===== src/rtl/uplink_merge_pkg.sv =====
package uplink_merge_pkg;
  localparam int WORD_W = 32;
  localparam int BYTES  = WORD_W / 8;

  typedef enum logic [1:0] {
    SRC_DATA = 2'd0,
    SRC_IDLE = 2'd1,
    SRC_ACK  = 2'd2
  } src_e;

  // byte 0 = bits 7:0, sent first
  localparam logic [WORD_W-1:0] IDLE_WORD = 32'hB53C3CBC;
  localparam logic [BYTES-1:0]  IDLE_CTRL = 4'b0111;
  localparam logic [WORD_W-1:0] ACK_WORD  = 32'h01DCDCDC;
  localparam logic [BYTES-1:0]  ACK_CTRL  = 4'b0111;
endpackage


===== src/rtl/uplink_ack_latch.sv =====
module uplink_ack_latch (
  input  logic clk,
  input  logic rst_n,
  input  logic ack_req,
  input  logic take,
  output logic pend
);
  // a new strobe wins over the clear caused by serving an older one
  always_ff @(posedge clk) begin
    if (!rst_n) pend <= 1'b0;
    else        pend <= ack_req | (pend & ~take);
  end

  p_req_pends_r5: assert property (@(posedge clk) disable iff (!rst_n)
    ack_req |=> pend);
  p_take_clears_r5: assert property (@(posedge clk) disable iff (!rst_n)
    (pend && take && !ack_req) |=> !pend);
endmodule


===== src/rtl/uplink_idle_pacer.sv =====
module uplink_idle_pacer
  import uplink_merge_pkg::*;
#(
  parameter int INTERVAL = 10000
) (
  input  logic clk,
  input  logic rst_n,
  input  logic slot,
  input  src_e sel,
  output logic idle_due
);
  localparam int CNT_W = $clog2(INTERVAL);
  localparam logic [CNT_W-1:0] LAST = CNT_W'(INTERVAL - 1);

  logic [CNT_W-1:0] cnt;

  // counts non-idle words loaded since the last idle; saturates at LAST
  always_ff @(posedge clk) begin
    if (!rst_n) cnt <= '0;
    else if (slot) begin
      if (sel == SRC_IDLE)  cnt <= '0;
      else if (cnt != LAST) cnt <= cnt + 1'b1;
    end
  end

  assign idle_due = (cnt == LAST);

  p_idle_restart_r4: assert property (@(posedge clk) disable iff (!rst_n)
    (slot && sel == SRC_IDLE) |=> !idle_due);
endmodule


===== src/rtl/uplink_out_stage.sv =====
module uplink_out_stage
  import uplink_merge_pkg::*;
(
  input  logic              clk,
  input  logic              rst_n,
  input  src_e              sel,
  input  logic [WORD_W-1:0] in_data,
  input  logic [BYTES-1:0]  in_ctrl,
  input  logic              out_ready,
  output logic              out_valid,
  output logic [WORD_W-1:0] out_data,
  output logic [BYTES-1:0]  out_ctrl,
  output logic              slot
);
  assign slot = !out_valid || out_ready;

  always_ff @(posedge clk) begin
    if (!rst_n) begin
      out_valid <= 1'b0;
      out_data  <= '0;
      out_ctrl  <= '0;
    end else if (slot) begin
      out_valid <= 1'b1;
      unique case (sel)
        SRC_ACK:  begin out_data <= ACK_WORD;  out_ctrl <= ACK_CTRL;  end
        SRC_IDLE: begin out_data <= IDLE_WORD; out_ctrl <= IDLE_CTRL; end
        default:  begin out_data <= in_data;   out_ctrl <= in_ctrl;   end
      endcase
    end
  end

  p_hold_stable_r7: assert property (@(posedge clk) disable iff (!rst_n)
    (out_valid && !out_ready) |=> (out_valid && $stable(out_data) && $stable(out_ctrl)));
endmodule


===== src/rtl/uplink_word_merger.sv =====
module uplink_word_merger
  import uplink_merge_pkg::*;
#(
  parameter int IDLE_INTERVAL = 10000
) (
  input  logic              clk,
  input  logic              rst_n,
  input  logic              ack_req,
  input  logic              in_valid,
  output logic              in_ready,
  input  logic [WORD_W-1:0] in_data,
  input  logic [BYTES-1:0]  in_ctrl,
  output logic              out_valid,
  input  logic              out_ready,
  output logic [WORD_W-1:0] out_data,
  output logic [BYTES-1:0]  out_ctrl
);
  localparam int GAP_W = $clog2(IDLE_INTERVAL) + 1;

  logic ack_pend, idle_due, slot;
  src_e sel;

  // fixed priority: acknowledge, then idle (due or filler), then data
  always_comb begin
    if (ack_pend)                   sel = SRC_ACK;
    else if (idle_due || !in_valid) sel = SRC_IDLE;
    else                            sel = SRC_DATA;
  end

  assign in_ready = slot && !ack_pend && !idle_due;

  uplink_ack_latch u_ack (
    .clk(clk), .rst_n(rst_n), .ack_req(ack_req),
    .take(slot && ack_pend), .pend(ack_pend)
  );

  uplink_idle_pacer #(.INTERVAL(IDLE_INTERVAL)) u_pacer (
    .clk(clk), .rst_n(rst_n), .slot(slot), .sel(sel), .idle_due(idle_due)
  );

  uplink_out_stage u_out (
    .clk(clk), .rst_n(rst_n), .sel(sel), .in_data(in_data), .in_ctrl(in_ctrl),
    .out_ready(out_ready), .out_valid(out_valid), .out_data(out_data),
    .out_ctrl(out_ctrl), .slot(slot)
  );

  // independent count of data words loaded since the last idle word
  logic [GAP_W-1:0] chk_gap;
  always_ff @(posedge clk) begin
    if (!rst_n) chk_gap <= '0;
    else if (slot) begin
      if (sel == SRC_IDLE)      chk_gap <= '0;
      else if (sel == SRC_DATA) chk_gap <= chk_gap + 1'b1;
    end
  end

  p_idle_gap_r4: assert property (@(posedge clk) disable iff (!rst_n)
    chk_gap < GAP_W'(IDLE_INTERVAL));
  p_ack_first_r2: assert property (@(posedge clk) disable iff (!rst_n)
    (ack_pend && slot) |=> (out_data == ACK_WORD && out_ctrl == ACK_CTRL));
  p_pass_through_r8: assert property (@(posedge clk) disable iff (!rst_n)
    (in_valid && in_ready) |=> (out_data == $past(in_data) && out_ctrl == $past(in_ctrl)));
  p_no_take_stalled_r6: assert property (@(posedge clk) disable iff (!rst_n)
    (out_valid && !out_ready) |-> !in_ready);
  p_reset_quiet_r1: assert property (@(posedge clk)
    !rst_n |=> !out_valid);
endmodule


===== config.mk =====
export PLATFORM = sky130hd
export DESIGN_NAME = uplink_word_merger
export DESIGN_NICKNAME = d
export VERILOG_FILES = /design/src/rtl/uplink_merge_pkg.sv /design/src/rtl/uplink_ack_latch.sv /design/src/rtl/uplink_idle_pacer.sv /design/src/rtl/uplink_out_stage.sv /design/src/rtl/uplink_word_merger.sv
export SDC_FILE = /design/constraint.sdc
export NUM_CORES = 1
export LEC_CHECK = 0
export ABC_AREA = 1
export BUFFER_PORTS_ARGS = -buffer_cell sky130_fd_sc_hd__buf_4
export CORE_MARGIN = 2
export CORE_UTILIZATION = 57
export DETAILED_ROUTE_END_ITERATION = 7
export GPL_TIMING_DRIVEN = 0
export HOLD_SLACK_MARGIN = 0.06
export PLACE_DENSITY = 0.95
export SLEW_MARGIN = 15
export SYNTH_ARGS = -nofsm -noshare
export SYNTH_HDL_FRONTEND = slang
export SYNTH_HIERARCHICAL = 1
export SYNTH_SLANG_ARGS = --single-unit

===== constraint.sdc =====
create_clock -name clk -period 3.8 [get_ports clk]
set_clock_uncertainty 0.2 [all_clocks]
set_input_delay 0.76 -clock clk [delete_from_list [all_inputs] [get_ports clk]]
set_output_delay 0.76 -clock clk [all_outputs]
set_load 0.05 [all_outputs]

# After elaboration in Yosys (flattened, before gate mapping)
# Index checks and enable logic that the tools add are counted.
# word_totals
ff_bits	52
in_bits	41
out_inout_bits	38
word_cells	31
# classes
eq_ne	4
mux	6
addsub	1
n_reduce_logical	12
n_bitwise	3
# op_table
cell	n
case mux 32 bit (2 select lines)	1
two-way mux 14 bit	2
adder 14 x 1 -> 14 bit, second input constant	1
equality test 14 bit, second input constant	1
!= test 14 bit, second input constant	1
logical NOT 1 bit	4
two-way mux 4 bit	1
logical AND 1 bit	3
equality test 2 x 1 -> 1 bit, second input constant	1
equality test 2 bit, second input constant	1
logical OR 1 bit	2
two-way mux 2 bit	1
AND reduction 2 bit	1
nonzero test 2 bit	1
OR reduction 2 bit	1
bitwise AND 1 bit	1
two-way mux 1 bit	1
inverter 1 bit	1
OR 1 bit	1

# Longest topological paths before layout
# Gate-level depths: netlist (run 1).
# logic_depth
word_depth	7
depth_mapped	14

# By module
# The synthesis (run 1) kept the hierarchy.
# by_module_without_submodules
module	area_each_um2	cells_per_inst	seq_area_each_um2	n_inst
uplink_out_stage	1855.5	313	740.7	1
uplink_idle_pacer	994.7	165	280.3	1
uplink_ack_latch	43.8	6	20.0	1
uplink_word_merger	26.3	6	0.0	1

# Worst setup path after synthesis (run 1)
# OpenSTA, ideal clock, no wires.
# synth_path
kind	reg-to-reg
start	reg u_pacer.cnt[0]
end	reg u_out.out_data[22]
setup_time_ps	111
slack_ps	1377
required_ps	3489
arrival_ps	2112
stages_incl_launch_ff	14
path_buffers	2
path_cell_list	dfxtp_1 -> ha_1 -> nand3_2 -> nor4_1 -> inv_1 -> a21oi_1 -> inv_1 -> ha_1 -> buf_2 -> buf_2 -> nand2_1 -> nand2_1 -> nor2_1 -> nor2_1
# synth_via
elab_chain_len	6
# synth_lines
item	line	source
from (decl)	uplink_idle_pacer.sv:15	logic [CNT_W-1:0] cnt;
from (signal assigned)	uplink_idle_pacer.sv:22	else if (cnt != LAST) cnt <= cnt + 1'b1;
equality test 14 bit *	uplink_idle_pacer.sv:26	assign idle_due = (cnt == LAST);
net idle_due	uplink_word_merger.sv:20	logic ack_pend, idle_due, slot;
logical OR 1 bit *	uplink_word_merger.sv:26	else if (idle_due || !in_valid) sel = SRC_IDLE;
two-way mux 1 bit *	uplink_word_merger.sv:26	
two-way mux 2 bit *	uplink_word_merger.sv:25	if (ack_pend) sel = SRC_ACK;
net sel[0]	uplink_word_merger.sv:21	src_e sel;
equality test 2 x 1 -> 1 bit or equality test 2 bit (tied branches)	uplink_out_stage.sv:24	unique case (sel)
case mux 32 bit (2 select lines) *	uplink_out_stage.sv:24	
to (signal assigned)	uplink_out_stage.sv:27	default: begin out_data <= in_data; out_ctrl <= in_ctrl; end
to (decl)	uplink_out_stage.sv:11	output logic [WORD_W-1:0] out_data,
# The timed path passes the listed nets; every way through them passes the cells marked *.
# A chain may end at the register's enable or synchronous reset.

# Worst setup path in the final report (run 1)
# layout_path
start	reg u_pacer.cnt[1]
end	reg u_out.out_data[31]
# The elaborated chain is that of the path after synthesis.

==> impl_metrics.env, run 1 <==
export IMPL_hold_ws_ps=288.4
export IMPL_initial_core_util_pct=58.29
export IMPL_overflow=0
export IMPL_multi_input_area_um2=1425
export IMPL_antenna_left=0
export IMPL_synth_nets=535
export IMPL_diodes=0
export IMPL_status="complete, no violations"
export IMPL_routed_wirelength_um=7280
export IMPL_ys_flop_type="dfxtp_1"
export IMPL_hpwlAfterDp_um=5454
export IMPL_drive_above_1_share_pct=20.14
export IMPL_cts_hold_buf=0
export IMPL_swShare_pct=35.71
export IMPL_cts_resized=0
export IMPL_dpl_cell_area_um2=3593
export IMPL_synth_area_um2=2920
export IMPL_register_area_um2=1041
export IMPL_p_comb_share_pct=29.9
export IMPL_synth_edff_count=0
export IMPL_io_pins=79
export IMPL_routedWlPerCell_um=11.27
export IMPL_p_per_area_nw_per_um2=365.8
export IMPL_crit_end="u_out/out_data[31]"
export IMPL_grt_pass1_wl_um=11470
export IMPL_required_ps=3820
export IMPL_hold_viol=0
export IMPL_cp_start_kind="register"
export IMPL_stdcell_count=646
export IMPL_die_w_um=75.58
export IMPL_drv_cap=0
export IMPL_maxSlewHeadroom_pct=62.29
export IMPL_grt_use_met2_pct=44.44
export IMPL_p_int_uw=867.7
export IMPL_cts_buffers=5
export IMPL_dp_cells=638
export IMPL_path_clk_slew_ps=100
export IMPL_fmax_mhz=344.4
export IMPL_yosysSeqAreaShare_pct=35.65
export IMPL_grt_usage_pct=26.10
export IMPL_finalCritPeriodShare_pct=76.40
export IMPL_yosysMostFrequentCell="nand2_1"
export IMPL_htreeDepth=2
export IMPL_viasPerCell=4.895
export IMPL_dieHeight_um=75.58
export IMPL_seq_power_share_pct=45.0
export IMPL_tritoncts="done"
export IMPL_grt_use_met1_pct=30.31
export IMPL_post_cts_buffers=0
export IMPL_avgSynthCellArea_um2=5.960
export IMPL_path_max_fanout=10
export IMPL_r2r_start="u_pacer/cnt[1]"
export IMPL_ys_types=25
export IMPL_vias=3162
export IMPL_synth_warnings=6
export IMPL_gp_congestion=0.9774
export IMPL_worst_slew_pin_slew_ps=565.6
export IMPL_fp_coreArea_um2=5010
export IMPL_rsz0062_at_grt="no"
export IMPL_hold_class="register to register"
export IMPL_nNetsFinal=620
export IMPL_grt_pass1_vias=2710
export IMPL_yosys_area_top_type_share_pct=35.65
export IMPL_grt_max_degree=17
export IMPL_drc_errors=0
export IMPL_yosysTopAreaCell="dfxtp_1"
export IMPL_synth_cells=490
export IMPL_clockRootBuffer="clkbuf_8"
export IMPL_layout_min_cycle_time_ps=2903
export IMPL_clkLatencyLatePin_ps=310
export IMPL_synth_top_cells_by_count="nand2_1 (163), nor2_1 (99), inv_1 (83), dfxtp_1 (52), nand3_1 (29)"
export IMPL_critical_path_arrival_ps=2920
export IMPL_fin_area_um2=3690
export IMPL_synth_seq_cells=52
export IMPL_clockBufferDepth=2
export IMPL_drtPass1Iterations=5
export IMPL_power_switching_uw=481.9
export IMPL_synth_area_leaders="dfxtp_1 (36%), nand2_1 (21%), nor2_1 (13%)"
export IMPL_num_fill_cells=435
export IMPL_grt_util_met3_pct=8.333
export IMPL_finalMaxSlewViolations=0
export IMPL_ir_worst_vdd_uv=291.4
export IMPL_ys_async_sr_fraction_pct=0
export IMPL_worstReg2RegEnd="u_out/out_data[31]"
export IMPL_r2r_cells=13
export IMPL_clock_sinks=52
export IMPL_cp_end_kind="register"
export IMPL_criticalPathCategory="register to register"
export IMPL_area_delta_synth_final_pct=26.35
export IMPL_grt_busiest_layer="met2"
export IMPL_die_area_um2=5712
export IMPL_num_rows=26
export IMPL_portBuffers=78
export IMPL_critPathLaunch="u_pacer/cnt[1]"
export IMPL_final_setup_tns_ps=0
export IMPL_pwr_share_clk_pct=25.1
export IMPL_r2r_slack_ps=900
export IMPL_drt_initial_drc_count=245
export IMPL_p_leak_nw=1.998
export IMPL_antenna_found_initial=0
export IMPL_setup_viol=0
-- registers in the layout, summed over array words and instances, names as in the netlist --
register / flops
u_out/out_data: 32
u_pacer/cnt: 14
u_out/out_ctrl: 4
u_ack/pend: 1
u_out/out_valid: 1
-- critical path: stages, from the launching register on --
cell and delay [ps]:
dfxtp_1 420, ha_1 240, nand3_2 140, nor4_1 330
inv_1 90, a21oi_1 240, inv_1 80, ha_1 280
buf_2 220, inv_1 90, nand2_1 220, nand2_1 80
nor2_1 120, nor2_1 60
-- power groups by stage --
stage	Combinational [mW]	Sequential, mW	Clock, mW
after detailed placement	0.401	0.619	0
after global placement	0.391	0.618	0
final	0.403	0.608	0.339
after floorplan	0.152	0.740	0
after CTS	0.403	0.607	0.346
after global routing	0.439	0.613	0.376
-- through the flow --
step	utilization (%)	total power, mW	setup slack, ps
global route	73.65	1.428	699.9
finish	73.65	1.350	896.8
global placement	71.73	1.009	1090
floorplan	-	0.8913	1377
CTS	73.65	1.357	925.5
detailed placement	71.73	1.020	951.7
-- cell usage in the layout, fill, tap and decap left out --
cell type | synthesis | final
nor3_1 | 3 | 3
nor2_4 | 2 | 2
nor2_2 | 2 | 2
buf_1 | 3 | 3
clkinv_2 | 0 | 1
buf_2 | 9 | 9
nor2_1 | 99 | 99
buf_6 | 5 | 5
nand4_1 | 8 | 8
a21oi_1 | 10 | 10
inv_2 | 3 | 3
nand3_2 | 1 | 1
buf_4 | 1 | 79
nand2_1 | 163 | 163
inv_6 | 0 | 1
nand3_1 | 29 | 29
dfxtp_1 | 52 | 52
nor4_1 | 1 | 1
nand2_2 | 1 | 1
clkbuf_8 | 0 | 6
a21oi_2 | 5 | 5
ha_1 | 4 | 4
o21ai_0 | 1 | 1
inv_1 | 83 | 83
nand3b_1 | 1 | 1
clkinv_1 | 1 | 1
nand3_4 | 1 | 1
clkbuf_1 | 2 | 2
-- area by class of cell --
cell class | instances | share of cell area (%)
clock inverters | 2 | 0.3730
well taps | 70 | 2.374
flip-flops and latches | 52 | 28.21
inverters | 87 | 8.850
multi-input cells | 331 | 38.62
clock buffers | 6 | 2.238
plain buffers | 20 | 3.459
repair buffers | 78 | 15.87
-- worst min path at each step --
stage,startpoint,to,slack (ps),cells past startpoint
after floorplan,u_pacer/cnt[12],u_pacer/cnt[12],270,2
after detailed placement,u_out/out_data[27],u_out/out_data[27],280,2
after global routing,u_out/out_data[27],u_out/out_data[27],310,2
final,u_out/out_data[27],u_out/out_data[27],290,2
after CTS,u_out/out_data[27],u_out/out_data[27],290,2
after global placement,u_out/out_data[27],u_out/out_data[27],270,2
-- logic make-up after synthesis --
group / share of synthesized area (%)
fa+ha+maj: 1.714
simple gates: 43.70
compound gates: 3.385
flops: 35.65
buf+inv: 15.55
-- metal layers --
layer | share of wire, % | vias up | wire length [um]
met5 | 0 | - | 0
met4 | 2.4 | 0 | 175
met3 | 8.0 | 16 | 582
met2 | 48 | 129 | 3496
met1 | 42 | 1406 | 3025
li1 | - | 1611 | -
(Power assumes the default switching activity.)
==> run 2, diff against run 1 <==
--- a/config.mk
+++ b/config.mk
@@ -8,11 +8,11 @@
 export ABC_AREA = 1
 export BUFFER_PORTS_ARGS = -buffer_cell sky130_fd_sc_hd__buf_4
 export CORE_MARGIN = 2
-export CORE_UTILIZATION = 57
+export CORE_UTILIZATION = 53
 export DETAILED_ROUTE_END_ITERATION = 7
 export GPL_TIMING_DRIVEN = 0
 export HOLD_SLACK_MARGIN = 0.06
-export PLACE_DENSITY = 0.95
+export PLACE_DENSITY = 0.92
 export SLEW_MARGIN = 15
 export SYNTH_ARGS = -nofsm -noshare
 export SYNTH_HDL_FRONTEND = slang
==> constraint.sdc (replaced) <==
create_clock -name clk -period 2.8 [get_ports clk]
set_clock_uncertainty 0.2 [all_clocks]
set_input_delay 0.56 -clock clk [delete_from_list [all_inputs] [get_ports clk]]
set_output_delay 0.56 -clock clk [all_outputs]
set_load 0.05 [all_outputs]
==> impl_metrics.env, run 2 (synthesized netlist as in run 1, its figures left out) <==
export IMPL_status="complete, no violations"
export IMPL_clockBufferDepth=2
export IMPL_r2r_start="u_pacer/cnt[0]"
export IMPL_top_register="u_out/out_data"
export IMPL_die_w_um=78.23
export IMPL_clkLatencyLatePin_ps=320
export IMPL_num_rows=27
export IMPL_drive_above_1_share_pct=21.18
export IMPL_portBuffers=78
export IMPL_ir_worst_vdd_uv=309.4
export IMPL_cp_end_kind="register"
export IMPL_grt_pass1_wl_um=12420
export IMPL_maxSlewHeadroom_pct=63.22
export IMPL_dieHeight_um=78.23
export IMPL_hold_viol=0
export IMPL_p_int_mw=1.161
export IMPL_drt_initial_drc_count=155
export IMPL_setup_viol=0
export IMPL_path_max_fanout=10
export IMPL_drtPass1Iterations=6
export IMPL_required_ps=2810
export IMPL_criticalPathCategory="register to register"
export IMPL_p_comb_share_pct=30.4
export IMPL_p_leak_nw=2.016
export IMPL_final_setup_tns_ps=0
export IMPL_layout_min_cycle_time_ps=2660
export IMPL_min_delay_start="u_out/out_data[0]"
export IMPL_nNetsFinal=620
export IMPL_critPathLaunch="u_pacer/cnt[0]"
export IMPL_grt_max_degree=18
export IMPL_clock_sinks=52
export IMPL_power_switching_uw=665.6
export IMPL_diodes=0
export IMPL_cts_buffers=5
export IMPL_cts_hold_buf=0
export IMPL_cp_start_kind="register"
export IMPL_most_common_layout_cells="nand2_1 (162), nor2_1 (99), inv_1 (83), buf_4 (82), dfxtp_1 (50)"
export IMPL_overflow=0
export IMPL_post_cts_buffers=0
export IMPL_hpwlAfterDp_um=5639
export IMPL_swShare_pct=36.44
export IMPL_fp_coreArea_um2=5405
export IMPL_seq_power_share_pct=45.2
export IMPL_layout_commonest_cell="nand2_1"
export IMPL_path_clk_slew_ps=100
export IMPL_routedWlPerCell_um=11.87
export IMPL_largestRegisters="u_out/out_data: 32 flops, u_pacer/cnt: 14 flops, u_out/out_ctrl: 4 flops"
export IMPL_power_mw=1.827
export IMPL_initial_core_util_pct=54.03
export IMPL_viasPerCell=4.856
export IMPL_fmax_mhz=375.9
export IMPL_drc_errors=0
export IMPL_area_delta_synth_final_pct=28.02
export IMPL_antenna_left=0
export IMPL_p_per_area_nw_per_um2=488.6
export IMPL_gp_congestion=0.8994
export IMPL_antenna_found_initial=0
export IMPL_routed_wirelength_um=7693
export IMPL_io_pins=79
export IMPL_worst_slew_pin_slew_ps=551.6
export IMPL_grt_usage_pct=24.93
export IMPL_clockRootBuffer="clkbuf_8"
export IMPL_largest_register_ff_count=32
export IMPL_finalCritPeriodShare_pct=95.00
export IMPL_hold_class="register to register"
export IMPL_tritoncts="done"
export IMPL_finalMaxSlewViolations=0
export IMPL_htreeDepth=2
export IMPL_critical_path_arrival_ps=2670
export IMPL_drv_cap=0
export IMPL_die_area_um2=6120
export IMPL_pwr_share_clk_pct=24.4
export IMPL_grt_pass1_vias=2882
export IMPL_vias=3147
run 2: cell types whose count changed in the layout (fill, tap and decap cells not counted), sizes merged:
cell,before,now
buf,96,95
clkinv,2,3
run 2: final timing paths:
check | end | slack, ps | cells past startpoint
setup reg to reg | u_out/out_data[23] | 140 | 13
hold reg to reg | u_out/out_data[0] | 290 | 2
setup / recovery | u_out/out_data[23] | 140 | 13
hold / removal | u_out/out_data[0] | 290 | 2
run 2: layer usage:
layer  track usage [%]  wire length [um]  up-vias
met5                 0                 0        -
met4             9.123               173        0
met3             6.667               660       16
met2             43.88              3807      121
met1             29.04              3052     1400
li1                  -                 -     1610
run 2: area by class of cell:
cell class              count  area [um2]
plain buffers              20       137.6
fillers                   475        1667
well taps                  72       90.09
inverters                  87       326.6
multi-input cells         331        1464
flip-flops and latches     52        1044
clock inverters             3       22.52
clock buffers               5       68.82
repair buffers             78       585.6
run 2: per-stage QoR:
stage	setup WS (ps)	instances	util, %	hold WS, ps	cell area, um2
4_1_cts	23.72	648	68.59	296.8	3707
3_5_place_dp	-134.9	640	66.53	278.7	3596
3_3_place_gp	-29.09	640	66.53	279.2	3596
5_1_grt	-20.01	648	69.17	318.0	3739
6_report	140.0	648	69.17	292.1	3739
2_1_floorplan	376.6	490	-	271.5	2920
run 2: worst max-delay path: stages (launching register included):
cell	delay (ps)
dfxtp_2	400
ha_2	230
nand3_4	130
nor4_4	300
inv_1	120
a21oi_4	180
inv_1	70
ha_1	290
clkbuf_4	190
buf_4	190
nand2_1	60
nand2_1	50
nor2_1	90
nor2_1	50
run 2: timing repair:
| action | in CTS | in global routing |
|---|---|---|
| hold endpoints to repair | 0 | 0 |
| gates resized for setup | 6 | 7 |
| setup endpoints to repair | 30 | 45 |
run 2: power groups by stage:
stage	sequential [mW]	combinational (mW)	clock [mW]
finish	0.826	0.555	0.445
global route	0.833	0.600	0.479
CTS	0.825	0.551	0.451
detailed placement	0.841	0.544	0
global placement	0.839	0.532	0
floorplan	1.00	0.206	0
==> run 3, diff against run 2 <==
--- a/config.mk
+++ b/config.mk
@@ -5,14 +5,13 @@
 export SDC_FILE = /design/constraint.sdc
 export NUM_CORES = 1
 export LEC_CHECK = 0
-export ABC_AREA = 1
-export BUFFER_PORTS_ARGS = -buffer_cell sky130_fd_sc_hd__buf_4
+export BUFFER_PORTS_ARGS = -buffer_cell sky130_fd_sc_hd__buf_2
 export CORE_MARGIN = 2
-export CORE_UTILIZATION = 53
+export CORE_UTILIZATION = 50
 export DETAILED_ROUTE_END_ITERATION = 7
 export GPL_TIMING_DRIVEN = 0
-export HOLD_SLACK_MARGIN = 0.06
-export PLACE_DENSITY = 0.92
+export HOLD_SLACK_MARGIN = 0.08
+export PLACE_DENSITY = 0.91
 export SLEW_MARGIN = 15
 export SYNTH_ARGS = -nofsm -noshare
 export SYNTH_HDL_FRONTEND = slang
==> impl_metrics.env, run 3 <==
export IMPL_status="complete, no violations"
export IMPL_maxSlewHeadroom_pct=70.56
export IMPL_io_pins=79
export IMPL_ys_flop_type="dfxtp_1"
export IMPL_clock_sinks=52
export IMPL_grt_pass1_wl_um=9315
export IMPL_p_comb_share_pct=26.6
export IMPL_finalCritPeriodShare_pct=97.75
export IMPL_synth_area_um2=2456
export IMPL_overflow=0
export IMPL_yosysMostFrequentCell="dfxtp_1"
export IMPL_grt_usage_pct=21.59
export IMPL_nNetsFinal=409
export IMPL_fin_area_um2=3132
export IMPL_p_int_mw=1.132
export IMPL_top_register="u_out/out_data"
export IMPL_min_delay_start="u_out/out_data[2]"
export IMPL_final_setup_tns_ps=0
export IMPL_grt_pass1_vias=2182
export IMPL_hpwlAfterDp_um=4276
export IMPL_portBuffers=78
export IMPL_post_place_ws_ps=-339.3
export IMPL_r2r_start="u_pacer/cnt[11]"
export IMPL_dpl_cell_area_um2=2930
export IMPL_final_util_pct=66.30
export IMPL_r2r_cells=10
export IMPL_htreeDepth=2
export IMPL_antenna_found_initial=0
export IMPL_synth_area_leaders="dfxtp_1 (42%), nand2_1 (7.5%), a21boi_1 (5.5%)"
export IMPL_diodes=0
export IMPL_min_path_cells=2
export IMPL_yosysSeqAreaShare_pct=42.38
export IMPL_path_clk_slew_ps=90
export IMPL_largestRegisters="u_out/out_data: 32 flops, u_pacer/cnt: 14 flops, u_out/out_ctrl: 4 flops"
export IMPL_drc_errors=0
export IMPL_p_leak_nw=1.353
export IMPL_tritoncts="done"
export IMPL_finalMaxSlewViolations=0
export IMPL_synth_seq_cells=52
export IMPL_criticalPathCategory="register to register"
export IMPL_hold_ws_ps=250.5
export IMPL_power_switching_uw=580.5
export IMPL_fp_coreArea_um2=4723
export IMPL_num_rows=25
export IMPL_routedWlPerCell_um=13.65
export IMPL_vias=2327
export IMPL_clockBufferDepth=2
export IMPL_fmax_mhz=365.3
export IMPL_viasPerCell=5.387
export IMPL_cts_hold_buf=0
export IMPL_ys_async_sr_fraction_pct=0
export IMPL_synth_warnings=6
export IMPL_synth_nets=320
export IMPL_area_delta_synth_final_pct=27.51
export IMPL_pwr_share_clk_pct=25.6
export IMPL_most_common_layout_cells="buf_2 (80), dfxtp_1 (51), nand2_1 (48), a21oi_1 (19)"
export IMPL_synth_cells=275
export IMPL_setup_viol=0
export IMPL_dieHeight_um=74.09
export IMPL_cp_start_kind="register"
export IMPL_finalWorstSetupSlack_ps=62.89
export IMPL_ir_worst_vdd_uv=297.8
export IMPL_drive_above_1_share_pct=37.26
export IMPL_swShare_pct=33.90
export IMPL_clkLatencyLatePin_ps=310
export IMPL_drv_cap=0
export IMPL_grt_max_degree=16
export IMPL_holdPathEnd="u_out/out_data[2]"
export IMPL_cts_buffers=5
export IMPL_die_area_um2=5489
export IMPL_gp_congestion=0.8972
export IMPL_worstReg2RegEnd="u_out/out_data[7]"
export IMPL_antenna_left=0
export IMPL_initial_core_util_pct=52.00
export IMPL_ys_types=55
export IMPL_drtPass1Iterations=4
export IMPL_yosys_area_top_type_share_pct=42.38
export IMPL_hold_viol=0
export IMPL_largest_register_ff_count=32
export IMPL_critical_path_arrival_ps=2730
export IMPL_seq_power_share_pct=47.8
export IMPL_synth_top_cells_by_count="dfxtp_1 (52), nand2_1 (49), o21ai_0 (23), a21oi_1 (20), a21boi_1 (18)"
export IMPL_hold_class="register to register"
export IMPL_drt_initial_drc_count=93
export IMPL_layout_commonest_cell="buf_2"
export IMPL_required_ps=2790
export IMPL_worst_slew_pin_slew_ps=441.6
export IMPL_p_per_area_nw_per_um2=546.8
export IMPL_avgSynthCellArea_um2=8.931
export IMPL_yosysTopAreaCell="dfxtp_1"
export IMPL_clockRootBuffer="clkbuf_8"
export IMPL_cp_end_kind="register"
export IMPL_num_fill_cells=373
export IMPL_die_w_um=74.09
export IMPL_r2r_slack_ps=60
export IMPL_synth_edff_count=0
export IMPL_routed_wirelength_um=5896
export IMPL_layout_min_cycle_time_ps=2737
export IMPL_path_max_fanout=10
-- run 3: cell count changes in the layout (fill, tap and decap cells not counted), sizes merged, moves of 15 or more --
cell / previous run / this run
nand2: 164 / 49
a21boi: 0 / 24
inv: 87 / 8
nor2: 103 / 2
o21ai: 1 / 31
nand3: 31 / 16
-- run 3: what timing repair did --
action | in CTS | in global routing
setup endpoints to repair | 46 | 36
gates resized for setup | 10 | 12
buffers inserted | 2 | 3
pin swaps | 2 | 4
-- run 3: power groups by stage --
stage               Combinational (mW)  Clock [mW]  Sequential, mW
global placement                 0.430           0           0.831
global route                     0.488       0.469           0.822
detailed placement               0.435           0           0.834
finish                           0.456       0.439           0.818
CTS                              0.444       0.451           0.817
floorplan                        0.164           0           0.989
-- run 3: area by class of cell --
| cell class | count | area, um2 | share of cell area, % |
|---|---|---|---|
| well taps | 67 | 83.83 | 2.677 |
| clock inverters | 1 | 7.507 | 0.2397 |
| plain buffers | 17 | 143.9 | 4.594 |
| inverters | 9 | 51.30 | 1.638 |
| repair buffers | 83 | 427.9 | 13.66 |
| flip-flops and latches | 52 | 1042 | 33.28 |
| multi-input cells | 196 | 1289 | 41.15 |
| clock buffers | 7 | 86.33 | 2.757 |
-- run 3: how the worst max path moves through the flow --
stage	slack, ps	cells after the start	startpoint	endpoint
2_1_floorplan	60	9	u_pacer/cnt[5]	u_pacer/cnt[13]
3_3_place_gp	-220	9	u_pacer/cnt[5]	u_out/out_data[14]
3_5_place_dp	-340	9	u_pacer/cnt[5]	u_out/out_data[15]
4_1_cts	10	9	u_pacer/cnt[5]	u_out/out_data[5]
5_1_grt	-50	10	u_pacer/cnt[11]	u_out/out_data[7]
6_report	60	10	u_pacer/cnt[11]	u_out/out_data[7]
-- run 3: metal layers --
layer	wire length [um]	track usage (%)	share of wire, %	up-vias
li1	-	-	-	1163
met1	2610	24.81	44	1070
met2	2840	37.80	48	83
met3	356	5.556	6.0	11
met4	89	9.495	1.5	0
met5	0	0	0	-
-- run 3: stage by stage --
step	power, mW	instances
final	1.712	432
after global routing	1.778	432
after detailed placement	1.269	420
after CTS	1.712	429
after global placement	1.261	420
after floorplan	1.153	275
-- run 3: worst max-delay path: stages, from the launching register on --
cell and delay (ps):
dfxtp_2 350, or4b_4 560, nor4_4 300, inv_1 110
a21oi_4 160, inv_1 100, ha_4 320, inv_6 70
buf_6 140, o21ai_0 190, a21boi_1 110
-- run 3: kinds of logic after synthesis --
logic type      share of synthesized area (%)
compound gates                          25.78
fa+ha+maj                               2.038
buf+inv                                 7.743
flops                                   42.38
simple gates                            22.06
